--- src/rtl/dma_cnt_pkg.sv ---
`timescale 1ns/1ps
// Package: shared constants and port-decode functions for the DMA count unit.
// Assumes two controllers of four channels each, with fixed legacy port maps.
package dma_cnt_pkg;

    localparam int NCH  = 8;          // channels in total
    localparam int GRP  = 4;          // channels per controller
    localparam int NGRP = NCH / GRP;  // controllers
    localparam int CHW  = $clog2(NCH);
    localparam int DW   = 8;          // host data bus width
    localparam int CW   = 2 * DW;     // count width

    // Count port of a channel: odd ports low, stride 4 from 0C2h high.
    function automatic logic [7:0] cnt_port(input int ch);
        if (ch < GRP)
            return 8'(1 + 2 * ch);
        else
            return 8'(8'hC2 + 4 * (ch - GRP));
    endfunction

    // Page port of a channel (irregular map, channel 4 has none).
    function automatic logic [7:0] page_port(input int ch);
        case (ch)
            0: return 8'h87;
            1: return 8'h83;
            2: return 8'h81;
            3: return 8'h82;
            5: return 8'h8B;
            6: return 8'h89;
            7: return 8'h8A;
            default: return 8'h00;
        endcase
    endfunction

    // Whether a channel carries a page register.
    function automatic bit has_page(input int ch);
        return ch != GRP;
    endfunction

endpackage

--- src/rtl/dma_cnt_ptr.sv ---
`timescale 1ns/1ps
// Module: byte pointer of one controller. Selects the low or the high byte
// of a 16-bit count port for the next host access.
// Assumes 'touch' is high for exactly one cycle per count-port access.
module dma_cnt_ptr (
    input  logic clk,
    input  logic rst_n,
    input  logic mclr,
    input  logic touch,
    output logic hi_o
);

    logic hi_q;

    // Pointer: cleared by reset or master clear, flipped on each access.
    always_ff @(posedge clk) begin
        if (!rst_n || mclr)
            hi_q <= 1'b0;
        else if (touch)
            hi_q <= ~hi_q;
    end

    assign hi_o = hi_q;

endmodule

--- src/rtl/dma_cnt_chan.sv ---
`timescale 1ns/1ps
// Module: one channel lane. Holds the base and working counts and,
// when HAS_PAGE is set, the page byte.
// It counts down on strobes, flags terminal count at the 0 -> all-ones wrap,
// and reloads or stops after that wrap.
// Assumes wr_lo and wr_hi are never high together. The count registers and
// the page register are not reset, so their contents are undefined until
// software writes them.
module dma_cnt_chan #(
    parameter int DW       = 8,
    parameter int CW       = 16,
    parameter bit HAS_PAGE = 1'b1
) (
    input  logic          clk,
    input  logic          rst_n,
    input  logic          mclr,
    input  logic          wr_lo,
    input  logic          wr_hi,
    input  logic          wr_page,
    input  logic [DW-1:0] wdata,
    input  logic          step,
    input  logic          autoinit,
    output logic [CW-1:0] cur_o,
    output logic [DW-1:0] page_o,
    output logic          done_o,
    output logic          tc_o
);

    logic [CW-1:0] base_q;
    logic [CW-1:0] cur_q;
    logic          done_q;
    logic          wr_any;
    logic          take;

    assign wr_any = wr_lo | wr_hi;
    assign take   = step & ~wr_any & ~done_q;
    assign tc_o   = take & (cur_q == '0);

    // Count registers: host byte writes first, otherwise decrement or reload.
    always_ff @(posedge clk) begin
        if (wr_any) begin
            if (wr_lo) begin
                base_q[DW-1:0] <= wdata;
                cur_q[DW-1:0]  <= wdata;
            end
            if (wr_hi) begin
                base_q[CW-1:DW] <= wdata;
                cur_q[CW-1:DW]  <= wdata;
            end
        end else if (take) begin
            if (tc_o && autoinit)
                cur_q <= base_q;
            else
                cur_q <= cur_q - 1'b1;
        end
    end

    // Stop flag: set by a terminal count without reload, cleared by a rewrite.
    always_ff @(posedge clk) begin
        if (!rst_n || mclr)
            done_q <= 1'b0;
        else if (wr_any)
            done_q <= 1'b0;
        else if (tc_o && !autoinit)
            done_q <= 1'b1;
    end

    generate
        if (HAS_PAGE) begin : g_page
            logic [DW-1:0] page_q;
            // Page byte: written only through its own port.
            always_ff @(posedge clk) begin
                if (wr_page)
                    page_q <= wdata;
            end
            assign page_o = page_q;
        end else begin : g_nopage
            logic unused_wr_page;
            assign unused_wr_page = wr_page;
            assign page_o = '0;
        end
    endgenerate

    assign cur_o  = cur_q;
    assign done_o = done_q;

endmodule

--- src/rtl/dma_cnt_unit.sv ---
`timescale 1ns/1ps
// Module: address/count unit for eight DMA channels. Decodes the host I/O
// ports, runs one byte pointer per controller, and hands transfer strobes
// to the channel lanes.
// Assumes io_wr and io_rd are one-cycle strobes that are never high together,
// and that xfer_stb comes from an arbiter that already chose the channel.
module dma_cnt_unit
    import dma_cnt_pkg::*;
#(
    parameter int ADDR_W = 16
) (
    input  logic              clk,
    input  logic              rst_n,
    input  logic              mclr,
    input  logic [ADDR_W-1:0] io_addr,
    input  logic              io_wr,
    input  logic              io_rd,
    input  logic [DW-1:0]     io_wdata,
    output logic [DW-1:0]     io_rdata,
    input  logic [NCH-1:0]    autoinit,
    input  logic              xfer_stb,
    input  logic [CHW-1:0]    xfer_chan,
    output logic [NCH-1:0]    tc,
    output logic [DW-1:0]     xfer_page,
    output logic              xfer_word
);

    logic [NCH-1:0]  cnt_hit;
    logic [NCH-1:0]  page_hit;
    logic [NCH-1:0]  cnt_wr_any;
    logic [NCH-1:0]  chan_done;
    logic [NGRP-1:0] ptr_hi;
    logic [CW-1:0]   cur_cnt [NCH];
    logic [DW-1:0]   page_q  [NCH];

    generate
        for (genvar g = 0; g < NGRP; g++) begin : g_grp
            logic touch;
            assign touch = (io_wr | io_rd) & (|cnt_hit[g*GRP +: GRP]);
            dma_cnt_ptr u_ptr (
                .clk   (clk),
                .rst_n (rst_n),
                .mclr  (mclr),
                .touch (touch),
                .hi_o  (ptr_hi[g])
            );
        end

        for (genvar c = 0; c < NCH; c++) begin : g_ch
            logic wr_lo;
            logic wr_hi;
            logic step;
            assign cnt_hit[c]    = (io_addr == ADDR_W'(cnt_port(c)));
            assign page_hit[c]   = has_page(c) && (io_addr == ADDR_W'(page_port(c)));
            assign wr_lo         = io_wr & cnt_hit[c] & ~ptr_hi[c / GRP];
            assign wr_hi         = io_wr & cnt_hit[c] &  ptr_hi[c / GRP];
            assign cnt_wr_any[c] = wr_lo | wr_hi;
            assign step          = xfer_stb && (xfer_chan == CHW'(c));
            dma_cnt_chan #(
                .DW       (DW),
                .CW       (CW),
                .HAS_PAGE (has_page(c))
            ) u_chan (
                .clk      (clk),
                .rst_n    (rst_n),
                .mclr     (mclr),
                .wr_lo    (wr_lo),
                .wr_hi    (wr_hi),
                .wr_page  (io_wr & page_hit[c]),
                .wdata    (io_wdata),
                .step     (step),
                .autoinit (autoinit[c]),
                .cur_o    (cur_cnt[c]),
                .page_o   (page_q[c]),
                .done_o   (chan_done[c]),
                .tc_o     (tc[c])
            );
        end
    endgenerate

    // Read mux: merge the selected count byte or page byte during a read.
    always_comb begin
        io_rdata = '0;
        if (io_rd) begin
            for (int c = 0; c < NCH; c++) begin
                if (cnt_hit[c])
                    io_rdata = io_rdata | (ptr_hi[c / GRP] ? cur_cnt[c][CW-1:DW]
                                                           : cur_cnt[c][DW-1:0]);
                if (page_hit[c])
                    io_rdata = io_rdata | page_q[c];
            end
        end
    end

    // Transfer-side outputs: page of the strobed lane and its counting unit.
    assign xfer_page = page_q[xfer_chan];
    assign xfer_word = xfer_chan[CHW-1];

endmodule

--- config.mk ---
export PLATFORM = sky130hd
export DESIGN_NAME = dma_cnt_unit
export DESIGN_NICKNAME = d
export VERILOG_FILES = /design/src/rtl/dma_cnt_pkg.sv /design/src/rtl/dma_cnt_ptr.sv /design/src/rtl/dma_cnt_chan.sv /design/src/rtl/dma_cnt_unit.sv
export SDC_FILE = /design/constraint.sdc
export NUM_CORES = 1
export LEC_CHECK = 0
export BUFFER_PORTS_ARGS = -buffer_cell sky130_fd_sc_hd__clkbuf_2
export CORE_UTILIZATION = 40
export CTS_BUF_LIST = sky130_fd_sc_hd__clkbuf_4
export CTS_CLUSTER_SIZE = 12
export DETAILED_ROUTE_END_ITERATION = 8
export GPL_TIMING_DRIVEN = 1
export SETUP_SLACK_MARGIN = 0.3
export SKIP_CTS_REPAIR_TIMING = 1
export SLEW_MARGIN = 20
export SYNTH_ARGS = -nofsm -noshare
export SYNTH_HDL_FRONTEND = slang
export SYNTH_SLANG_ARGS = --single-unit
--- constraint.sdc ---
create_clock -name clk -period 6.65 [get_ports clk]
set_clock_uncertainty 0.1 [all_clocks]
set_input_delay 0 -clock clk [delete_from_list [all_inputs] [get_ports clk]]
set_output_delay 0 -clock clk [all_outputs]
set_load 0.01 [all_outputs]
==> results.yml <==
synth:
  avgSynthCellArea_um2: 11.27
  post_synth_inst_count: 1551
  synthesis.yosys.warnings: 0
  synth_top_cell_by_area: "sky130_fd_sc_hd__edfxtp_1"
  synth_xor_xnor_area_share: 0.04608
  synth_simple_gate_area_frac: 0.1792
  synth.mux.area_fraction: 0.07971
  portion_of_synthesized_cell_area_occupied_by_the_leading_cell_type: 0.5358
  postSynthNetCount: 1600
  yosys.area_share.adder: 0.005724
  number_of_distinct_library_cell_variants_in_the_gate_level_netlist_after_synthesis: 82
  synth-seq-area-share: 0.5472
  post_synth_main_area_contributors: "sky130_fd_sc_hd__edfxtp_1 54%, sky130_fd_sc_hd__mux2i_1 4.8%, sky130_fd_sc_hd__o21ai_0 3.9%"
  flip_flop_and_latch_count_after_synthesis: 322
  synth-edff-count: 312
  compound_gate_portion_of_the_synthesized_area: 0.1107
  synthesis.area_mm2: 0.01749
  synth_flop_cell: "sky130_fd_sc_hd__edfxtp_1"
  postSynth.asyncResetShare: 0
  synth_top_family_by_area: "simple AND/OR/NAND/NOR gates"
route:
  maxUsedRoutingLayer: "met4"
  met1Wirelength_um: 23090
  total_via_count_after_detailed_routing: 13700
  drc: 0
  viasPerCell: 5.913
  drt_first_pass_iters: 5
  avgRoutedWirePerCell_um: 23.39
  first_iter_violations: 1696
  met2WireLength_um: 24750
  drt.antenna.violating_nets: 0
  route.met3.wl_um: 4336
  wirelength_um: 54190
pwr:
  clock_share_of_power: 0.417
  cellLeakagePower_uw: 0.006651
  internal_power_uw: 3209
  sequentialPowerShare: 0.533
  p_sw_uw: 1010
  sw_frac_of_total: 0.2393
  ir_worst_vdd_uv: 142.4
  power.density_mw_per_mm2: 213.8
  combinationalPowerShare: 0.050
floorplan:
  die_area_mm2: 0.04456
  rows: 76
  top_level_ports: 66
  fp.dieH_um: 211.1
  fp.coreArea_mm2: 0.04308
  start_util: 0.4059
  fp.dieW_um: 211.1
global_route:
  grt.total_usage: 0.2440
  grt_antenna_before_repair: 1
  number_of_global_route_vias_before_repair: 13256
  grt_pass1_wl_um: 81340
  globalRouteOverflowTotal: 0
  grt_start_max_net_pins: 40
critical_path:
  worst-path-buf-inv: 2
  worstSetupPathType: "reg2out"
  setup.worst_path.start_class: "flop"
  critical_path.max_stage_delay_ns: 0.52
  critPathRequiredTime_ns: 6.55
  crit_path_cell_trace: "buf_4 -> mux2i_1 -> o22ai_1 -> a32o_1 -> nor4_1 -> a31oi_1 -> clkbuf_2"
  worst_ep_arrival_time_ns: 3.61
  worst_path_dominant_cell_family: "buffers and inverters"
  critical-path-slowest-cell: "sky130_fd_sc_hd__dfxtp_2"
  endpoint_kind: "primary output"
  cp_max_fo: 35
timing:
  post-route-min-period_ns: 3.715
  setup_viol: 0
  drv_slew: 0
  achievable-frequency_ghz: 0.2692
  finalHoldWorstSlack_ns: -0.003959
  part_of_the_cycle_the_worst_path_needs: 0.5586
  timing.max_slew.rel_slack: 0.2814
  grt_setup_unrepaired: "no"
  post-route-worst-setup-slack_ns: 2.935
  finalHoldViolCount: 2
  max_slew.worst_pin.slew_ns: 1.076
  finalSetupTns_ns: 0
placement:
  dp_hpwl_um: 36290
  place_ws_ns: 3.207
  place_congestion: 0.9426
  dpl_cell_area_mm2: 0.01830
  quantity_of_i_o_buffers_inserted_on_ports: 65
clock_network:
  htree_levels: 3
  clock_path_buffers: 3
  clk-insertion-delay-late_ns: 0.80
  numCtsBuffers: 88
  cts.sinks: 322
  cts_tree: "yes"
  ctsRootBufferMaster: "sky130_fd_sc_hd__clkbuf_4"
  clkTransAtPathRegs_ns: 0.07
layout:
  finalCoreUtilization: 0.4581
  nets: 1714
  area_growth_pct: 12.84
  commonest_cells_after_routing_fill_and_taps_aside: "312 x sky130_fd_sc_hd__edfxtp_1, 136 x sky130_fd_sc_hd__nand2_1, 127 x sky130_fd_sc_hd__o21ai_0, 126 x sky130_fd_sc_hd__clkbuf_4, 117 x sky130_fd_sc_hd__nor2_1"
  most_common_library_cell_in_the_layout_ignoring_fill_and_taps: "sky130_fd_sc_hd__edfxtp_1"
  layout-drive-gt1-share: 0.1665
  design_area_mm2: 0.01973
run_status:
  failed_checks: "negative hold slack"
  status: "finished with violations"
hold_path:
  class_of_the_tightest_hold_or_removal_check: "in2reg"
run:
  cap_violations: 0
## final cells by class
| type | count | area (µm²) |
|---|---|---|
| Timing Repair Buffer | 120 | 820.8 |
| Fill cell | 3969 | 23340 |
| Tap cell | 585 | 732.0 |
| Clock buffer | 126 | 945.9 |
| Antenna cell | 2 | 5.005 |
| Inverter | 28 | 105.1 |
| Clock inverter | 29 | 148.9 |
| Multi-Input combinational cell | 1105 | 7403 |
| Sequential cell | 322 | 9572 |
## final timing paths
check | start | endpoint | slack (ns) | depth (start not counted)
max | g_grp[0].u_ptr.hi_o | io_rdata[2] | 2.94 | 7
min | io_addr[14] | g_ch[0].u_chan.page_o[2] | -0.004 | 6
max reg2reg | g_ch[4].u_chan.cur_o[0] | g_ch[4].u_chan.cur_o[9] | 3.42 | 7
min reg2reg | g_ch[4].u_chan.base_q[8] | g_ch[4].u_chan.cur_o[8] | 0.46 | 2
## sequential cells by signal, summed over array words and instances (netlist names)
signal,cells
g_grp.u_ptr.hi_o,2
g_ch.u_chan.base_q,128
g_ch.u_chan.cur_o,128
g_ch.u_chan.done_o,8
g_ch.u_chan.page_o,56
## cells in the mapped netlist (5+ instances only)
cell                       count
sky130_fd_sc_hd__a22oi_1      14
sky130_fd_sc_hd__o211ai_1     23
sky130_fd_sc_hd__buf_2        15
sky130_fd_sc_hd__o21a_1        5
sky130_fd_sc_hd__and2_1        8
sky130_fd_sc_hd__a221oi_1      6
sky130_fd_sc_hd__nand2b_1     18
sky130_fd_sc_hd__or3_1        16
sky130_fd_sc_hd__and4_1       10
sky130_fd_sc_hd__nor3b_1       7
sky130_fd_sc_hd__nor4_1       34
sky130_fd_sc_hd__a31oi_1       7
sky130_fd_sc_hd__o31ai_1      15
sky130_fd_sc_hd__nor4_2        6
sky130_fd_sc_hd__clkbuf_1     55
sky130_fd_sc_hd__dfxtp_1      10
sky130_fd_sc_hd__a22o_1        6
sky130_fd_sc_hd__o211a_1       5
sky130_fd_sc_hd__inv_1        27
sky130_fd_sc_hd__mux2i_1      83
sky130_fd_sc_hd__a21oi_1      22
sky130_fd_sc_hd__nand4_1      32
sky130_fd_sc_hd__nor2_1      117
sky130_fd_sc_hd__a222oi_1      5
sky130_fd_sc_hd__nand3_1      29
sky130_fd_sc_hd__mux4_2       15
sky130_fd_sc_hd__nor2b_1      11
sky130_fd_sc_hd__o21ai_0     135
sky130_fd_sc_hd__nor3_1       73
sky130_fd_sc_hd__xnor2_1      52
sky130_fd_sc_hd__buf_4        10
sky130_fd_sc_hd__mux2_2       20
sky130_fd_sc_hd__or4_1        13
sky130_fd_sc_hd__ha_1          8
sky130_fd_sc_hd__nand2_1     136
sky130_fd_sc_hd__and3_1       20
sky130_fd_sc_hd__nor4bb_1      8
sky130_fd_sc_hd__xor2_1       40
sky130_fd_sc_hd__nand3b_1     13
sky130_fd_sc_hd__o22ai_1      20
sky130_fd_sc_hd__buf_1         9
sky130_fd_sc_hd__edfxtp_1    312
sky130_fd_sc_hd__nor4b_1       7
## metrics by stage
step / std cells / power [µW]
3_5_place_dp: 2127 / 2488
5_1_grt: 2316 / 4368
2_1_floorplan: 1551 / 2384
6_report: 2317 / 4219
3_3_place_gp: 2127 / 2485
4_1_cts: 2282 / 4246
## worst reg2reg max path, stage by stage, from the launching register on
cell	delay, ns
sky130_fd_sc_hd__edfxtp_1	0.44
sky130_fd_sc_hd__inv_1	0.09
sky130_fd_sc_hd__ha_1	0.20
sky130_fd_sc_hd__or3b_2	0.51
sky130_fd_sc_hd__nor3_1	0.38
sky130_fd_sc_hd__o2111ai_2	0.64
sky130_fd_sc_hd__and4_2	0.49
sky130_fd_sc_hd__nor3_1	0.21
## layer usage
metal  vias to the layer above  global-route usage
li1                       6262                   -
met1                      6649              0.3327
met2                       669              0.3784
met3                       120             0.04267
met4                         0              0.1129
met5                         -                   0
## power groups by stage
stage               combinational, µW  clock [µW]  sequential, µW
floorplan                        99.0           0            2280
global placement                  195           0            2290
detailed placement                197           0            2290
CTS                               198        1800            2250
global route                      225        1900            2250
finish                            212        1760            2250
## cells by family after synthesis
| family | Yosys count |
|---|---|
| XOR/XNOR | 92 |
| multiplexers | 118 |
| AO/OA/AOI/OAI | 301 |
| flip-flops | 322 |
| buffers and inverters | 124 |
| AND/OR/NAND/NOR | 586 |
| adder cells (fa/ha/maj) | 8 |
(Power assumes the default switching activity.)
